$ cat src/rtl/a429_rx_pkg.sv
package a429_rx_pkg;

  // Rail pair packed as {one, zero}
  typedef enum logic [1:0] {
    RAIL_NULL = 2'b00,
    RAIL_ZERO = 2'b01,
    RAIL_ONE  = 2'b10,
    RAIL_BAD  = 2'b11
  } rail_e;

  function automatic logic rail_is_bit(rail_e r);
    return (r == RAIL_ONE) || (r == RAIL_ZERO);
  endfunction

endpackage

$ cat src/rtl/a429_sync.sv
module a429_sync #(
  parameter int W      = 3,
  parameter int STAGES = 2
) (
  input  logic         clk,
  input  logic         rst,
  input  logic [W-1:0] d,
  output logic [W-1:0] q
);
  logic [W-1:0] chain [STAGES];

  generate
    for (genvar s = 0; s < STAGES; s++) begin : g_stage
      always_ff @(posedge clk) begin
        if (rst) chain[s] <= '0;
        else if (s == 0) chain[s] <= d;
        else chain[s] <= chain[(s == 0) ? 0 : s-1];
      end
    end
  endgenerate

  assign q = chain[STAGES-1];
endmodule

$ cat src/rtl/a429_bit_recover.sv
module a429_bit_recover
  import a429_rx_pkg::*;
(
  input  logic       clk,
  input  logic       rst,
  input  logic [1:0] rails,
  input  logic       gclk,
  output logic       bit_stb,
  output logic       bit_val,
  output logic       gap_tick
);
  rail_e cur, prev;
  logic  gclk_q;

  assign cur = rail_e'(rails);

  always_ff @(posedge clk) begin
    if (rst) begin
      prev   <= RAIL_NULL;
      gclk_q <= 1'b0;
    end else begin
      prev   <= cur;
      gclk_q <= gclk;
    end
  end

  // A bit is the departure from null onto exactly one rail
  assign bit_stb  = rail_is_bit(cur) && (prev == RAIL_NULL);
  assign bit_val  = (cur == RAIL_ONE);
  assign gap_tick = gclk & ~gclk_q;
endmodule

$ cat src/rtl/a429_gap_timer.sv
module a429_gap_timer #(
  parameter int GAP_TICKS = 16
) (
  input  logic clk,
  input  logic rst,
  input  logic bit_stb,
  input  logic gap_tick,
  output logic gap_hit
);
  localparam int GW = $clog2(GAP_TICKS + 1);
  localparam logic [GW-1:0] TOP  = GW'(GAP_TICKS);
  localparam logic [GW-1:0] LAST = GW'(GAP_TICKS - 1);

  logic [GW-1:0] cnt;

  always_ff @(posedge clk) begin
    if (rst) cnt <= '0;
    else if (bit_stb) cnt <= '0;
    else if (gap_tick && cnt != TOP) cnt <= cnt + 1'b1;
  end

  // Fires once, on the tick that reaches TOP; saturation stops repeats
  assign gap_hit = gap_tick && !bit_stb && (cnt == LAST);
endmodule

$ cat src/rtl/a429_word_rx.sv
module a429_word_rx
  import a429_rx_pkg::*;
#(
  parameter int WORD_W      = 32,
  parameter int GAP_TICKS   = 16,
  parameter int SYNC_STAGES = 2
) (
  input  logic              clk,
  input  logic              rst,
  input  logic              rail_one,
  input  logic              rail_zero,
  input  logic              gap_clk,
  input  logic              par_en,
  output logic              word_load,
  output logic [WORD_W-1:0] word_data,
  output logic              word_err
);
  localparam int CNT_W = $clog2(WORD_W + 2);
  localparam logic [CNT_W-1:0] CNT_FULL = CNT_W'(WORD_W);
  localparam logic [CNT_W-1:0] CNT_SAT  = CNT_W'(WORD_W + 1);

  logic [2:0] sync_q;
  logic       bit_stb, bit_val, gap_tick, gap_hit;

  a429_sync #(.W(3), .STAGES(SYNC_STAGES)) u_sync (
    .clk (clk),
    .rst (rst),
    .d   ({rail_one, rail_zero, gap_clk}),
    .q   (sync_q)
  );

  a429_bit_recover u_rec (
    .clk      (clk),
    .rst      (rst),
    .rails    (sync_q[2:1]),
    .gclk     (sync_q[0]),
    .bit_stb  (bit_stb),
    .bit_val  (bit_val),
    .gap_tick (gap_tick)
  );

  a429_gap_timer #(.GAP_TICKS(GAP_TICKS)) u_gap (
    .clk      (clk),
    .rst      (rst),
    .bit_stb  (bit_stb),
    .gap_tick (gap_tick),
    .gap_hit  (gap_hit)
  );

  logic [WORD_W-1:0] shreg;
  logic [CNT_W-1:0]  bit_cnt;
  logic              armed;
  logic              par_fail, len_bad;
  logic [WORD_W-1:0] deliver;

  always_comb begin
    par_fail = par_en && !(^shreg);
    len_bad  = (bit_cnt != CNT_FULL);
    deliver  = shreg;
    if (par_fail) deliver[WORD_W-1] = 1'b1;
  end

  always_ff @(posedge clk) begin
    if (rst) begin
      shreg     <= '0;
      bit_cnt   <= '0;
      armed     <= 1'b0;
      word_load <= 1'b0;
      word_data <= '0;
      word_err  <= 1'b0;
    end else begin
      word_load <= 1'b0;
      if (gap_hit) begin
        bit_cnt <= '0;
        armed   <= 1'b1;
        if (armed) begin
          word_load <= 1'b1;
          word_data <= deliver;
          word_err  <= len_bad || par_fail;
        end
      end else if (bit_stb && armed) begin
        // Newest bit enters at the top, so the first bit settles at index 0
        shreg <= {bit_val, shreg[WORD_W-1:1]};
        if (bit_cnt != CNT_SAT) bit_cnt <= bit_cnt + 1'b1;
      end
    end
  end
endmodule

$ cat config.mk
export PLATFORM = sky130hd
export DESIGN_NAME = a429_word_rx
export DESIGN_NICKNAME = d
export VERILOG_FILES = /design/src/rtl/a429_rx_pkg.sv /design/src/rtl/a429_sync.sv /design/src/rtl/a429_bit_recover.sv /design/src/rtl/a429_gap_timer.sv /design/src/rtl/a429_word_rx.sv
export SDC_FILE = /design/constraint.sdc
export NUM_CORES = 1
export LEC_CHECK = 0
export ABC_CLOCK_PERIOD_IN_PS = 2000
export CAP_MARGIN = 10
export CORE_ASPECT_RATIO = 0.5
export CORE_UTILIZATION = 25
export DETAILED_ROUTE_END_ITERATION = 7
export PLACE_DENSITY = 0.48
export SYNTH_ARGS = -nofsm -noshare
export SYNTH_HDL_FRONTEND = slang
export SYNTH_SLANG_ARGS = --single-unit
$ cat constraint.sdc
create_clock -name clk -period 2 [get_ports clk]
set_clock_uncertainty 0.05 [all_clocks]
set_input_delay 0.2 -clock clk [delete_from_list [all_inputs] [get_ports clk]]
set_output_delay 0.2 -clock clk [all_outputs]
set_load 0.005 [all_outputs]
==> results.tsv <==
stage	metric	value	unit
floorplan	die_area	0.01397	mm2
critical_path	critPathMaxFanout	4	
placement	port_buffers	39	
timing	worst_pin_slew	0.6888	ns
grt	grt_max_degree	49	
routing	firstDrtPassIters	6	
yosys	ys_async_sr_fraction	0	%
critical_path	required	2.20	ns
power_and_ir_drop	cellLeakagePower	1.428	nW
grt	groute.usage.overall	10.94	%
timing	finalSetupViolCount	0	
yosys	synth_cell_type_count	21	
yosys	syn_inst	407	
routing	met1_length	3773	um
min_path	min_path_type	in -> reg	
finish	diodes	0	
clocking	cts_resized	0	
timing	slew_viol_final	0	
routing	num_vias	2572	
yosys	seq_area_frac_synth	51.69	%
clocking	cts_sinks	87	
routing	antenna_left	0	
finish	register_area	0.001743	mm2
placement	routabilityCongestion	0.7519	
yosys	ys_ff_latch	87	
clocking	cts_setup_buffers	0	
timing	rsz0062_at_grt	no	
placement	hpwlAfterDp	4533	um
power_and_ir_drop	irDropWorstVdd	0.3171	mV
clocking	h-tree-depth	3	
critical_path	crit_type	reg -> reg	
finish	area_delta_synth_final	27.18	%
yosys	synth_area	0.003369	mm2
finish	multi_input_area	0.001526	mm2
clocking	root_buffer	clkbuf_16	
power_and_ir_drop	cellPowerDensity	808.6	mW/mm2
critical_path	start_kind	register	
clocking	cts_buffers	9	
routing	wl_met3	222	um
floorplan	die_y	84.09	um
timing	slew_headroom	53.43	%
timing	tns	0	ns
timing	hold_ws	0.1382	ns
placement	pre_cts_ws	0.05399	ns
job	cap_violations	0	
clocking	ctsHoldBuffers	0	
yosys	synth_edf_count	0	
floorplan	rows	29	
run_status	outcome	complete, but fails checks	
routing	drtIter0Drc	116	
grt	overflow	0	
routing	drt-total-wl	7081	um
floorplan	die_w	166.2	um
finish	num-fill-cells	1382	
finish	fin_nets	455	
floorplan	initial_core_util	26.08	%
grt	grt_pass1_vias	2432	
grt	antenna_found_initial	0	
timing	hold_violations	0	
grt	grt_pass1_wl	12080	um
routing	drc_errors	1	
clocking	cts.path.max_buffers	2	
routing	dr_wl_met2	3016	um
yosys	syn-mean-instance-area	8.279	um2
yosys	synth_fp_nets	420	
timing	final.min_clock_period	1.820	ns
clocking	clkTransAtPathRegs	0.06	ns
floorplan	ios	40	
yosys	ys_warn_count	0	
finish	postLayoutCoreUtil	33.18	%
timing	fmax	0.5495	GHz
critical_path	crit_path_end_kind	register	
yosys	synth_flop_cell	dfxtp_1	
routing	maxUsedRoutingLayer	met4	
clocking	cts_tree	built	
timing	fin_ws	0.1803	ns
run_status	violations	design-rule violations	
routing	routedWlPerCell	11.48	um
clocking	worstSkewPairLatency	0.34	ns
timing	finalCritPeriodShare	90.98	%
routing	via_per_inst	4.169	
floorplan	core	0.01292	mm2
finish	drive_gt1_share	6.711	%
critical_path	arrival	2.02	ns
==> power breakdown <==
part	switching (W)	leakage, nW	internal, W	total (W)
logic	0.0000418	0.579	0.0000254	0.0000672
registers	0.00000408	0.703	0.00174	0.00175
clock network	0.000656	0.146	0.000996	0.00165
==> cells in the mapped netlist, drive strengths merged, types with 2 or more instances <==
master    n  area (um2)
a211oi    3       22.52
a21oi    64       320.3
and2      2       12.51
and3      3       18.77
buf       4       20.02
clkbuf   20       75.07
dfxtp    87        1742
ha        7       87.58
inv       7       26.28
mux2i     2       20.02
nand2   133       499.2
nand4     3       18.77
nor2     19       71.32
nor2b     9       56.30
or2       2       12.52
xnor2    29       254.0
xor2     10       87.58
==> cell usage in the layout, fill, tap and decap left out, types with 2 or more instances in the layout <==
master / instances
a21oi_1: 63
dfxtp_1: 86
nand4_1: 3
buf_6: 2
clkbuf_1: 2
inv_1: 7
xnor2_1: 29
nor2b_1: 9
ha_1: 7
nor2_1: 18
a211oi_1: 3
clkinv_2: 3
clkbuf_16: 9
and3_1: 3
buf_12: 2
nand2_1: 133
mux2i_1: 2
xor2_1: 10
clkdlybuf4s50_1: 38
buf_4: 5
==> sequential cells by signal, indices dropped and copies added (netlist names) <==
register and flops:
armed 1, bit_cnt 6, shreg 32, u_gap.cnt 5, u_rec.gclk_q 1, u_rec.prev 2, u_sync.chain 6, word_data 32
word_err 1, word_load 1
==> per-layer routing <==
layer  track usage, %  vias to the layer above
met5                0                        -
met4            3.823                        0
met3            3.556                        7
met2            16.61                       28
met1            14.48                     1166
li1                 -                     1371
==> final cells by class <==
cell class	instances	area share, %
timing repair buffer	48	11.33
multi-input combinational	289	35.62
sequential	87	40.67
clock buffer	12	5.752
tap	170	4.964
inverter	7	0.6131
clock inverter	4	1.051
==> critical path, stage by stage, from the launching register on <==
cell and delay (ns):
dfxtp_2 0.34, ha_1 0.20, and3_1 0.18, ha_1 0.18, nand2_1 0.10, nor2_2 0.06, and2_2 0.24, and3_1 0.19
a211oi_1 0.20
==> path summary, 6_finish.rpt <==
path / start / endpoint / slack [ns] / depth (start not counted)
max: u_gap.cnt[0]$_SDFFE_PP0P_ / word_err$_SDFFE_PP0P_ / 0.18 / 8
min: rst / u_rec.prev[0]$_SDFF_PP0_ / 0.14 / 2
max reg2reg: u_gap.cnt[0]$_SDFFE_PP0P_ / word_err$_SDFFE_PP0P_ / 0.18 / 8
min reg2reg: u_sync.chain[0][0]$_SDFF_PP0_ / u_sync.chain[1][0]$_SDFF_PP0_ / 0.39 / 1
==> cells by family (layout without fill, tap and decap cells) <==
logic type / after synthesis / count (layout) / share of synthesized area [%]
buffers and inverters: 31 / 71 / 3.602
adder cells (fa/ha/maj): 7 / 7 / 2.599
XOR/XNOR: 39 / 39 / 10.14
multiplexers: 2 / 2 / 0.5942
AO/OA/AOI/OAI: 68 / 68 / 10.51
AND/OR/NAND/NOR: 173 / 173 / 20.87
flip-flops: 87 / 87 / 51.69
==> per-stage QoR <==
step	total power, W	cell area, um2	instances
floorplan	0.001826	3369	407
detailed placement	0.001851	3965	601
global placement	0.001851	3965	601
CTS	0.003529	4257	617
finish	0.003465	4285	617
global route	0.003604	4285	617
Power figures use the tool's default switching activity.
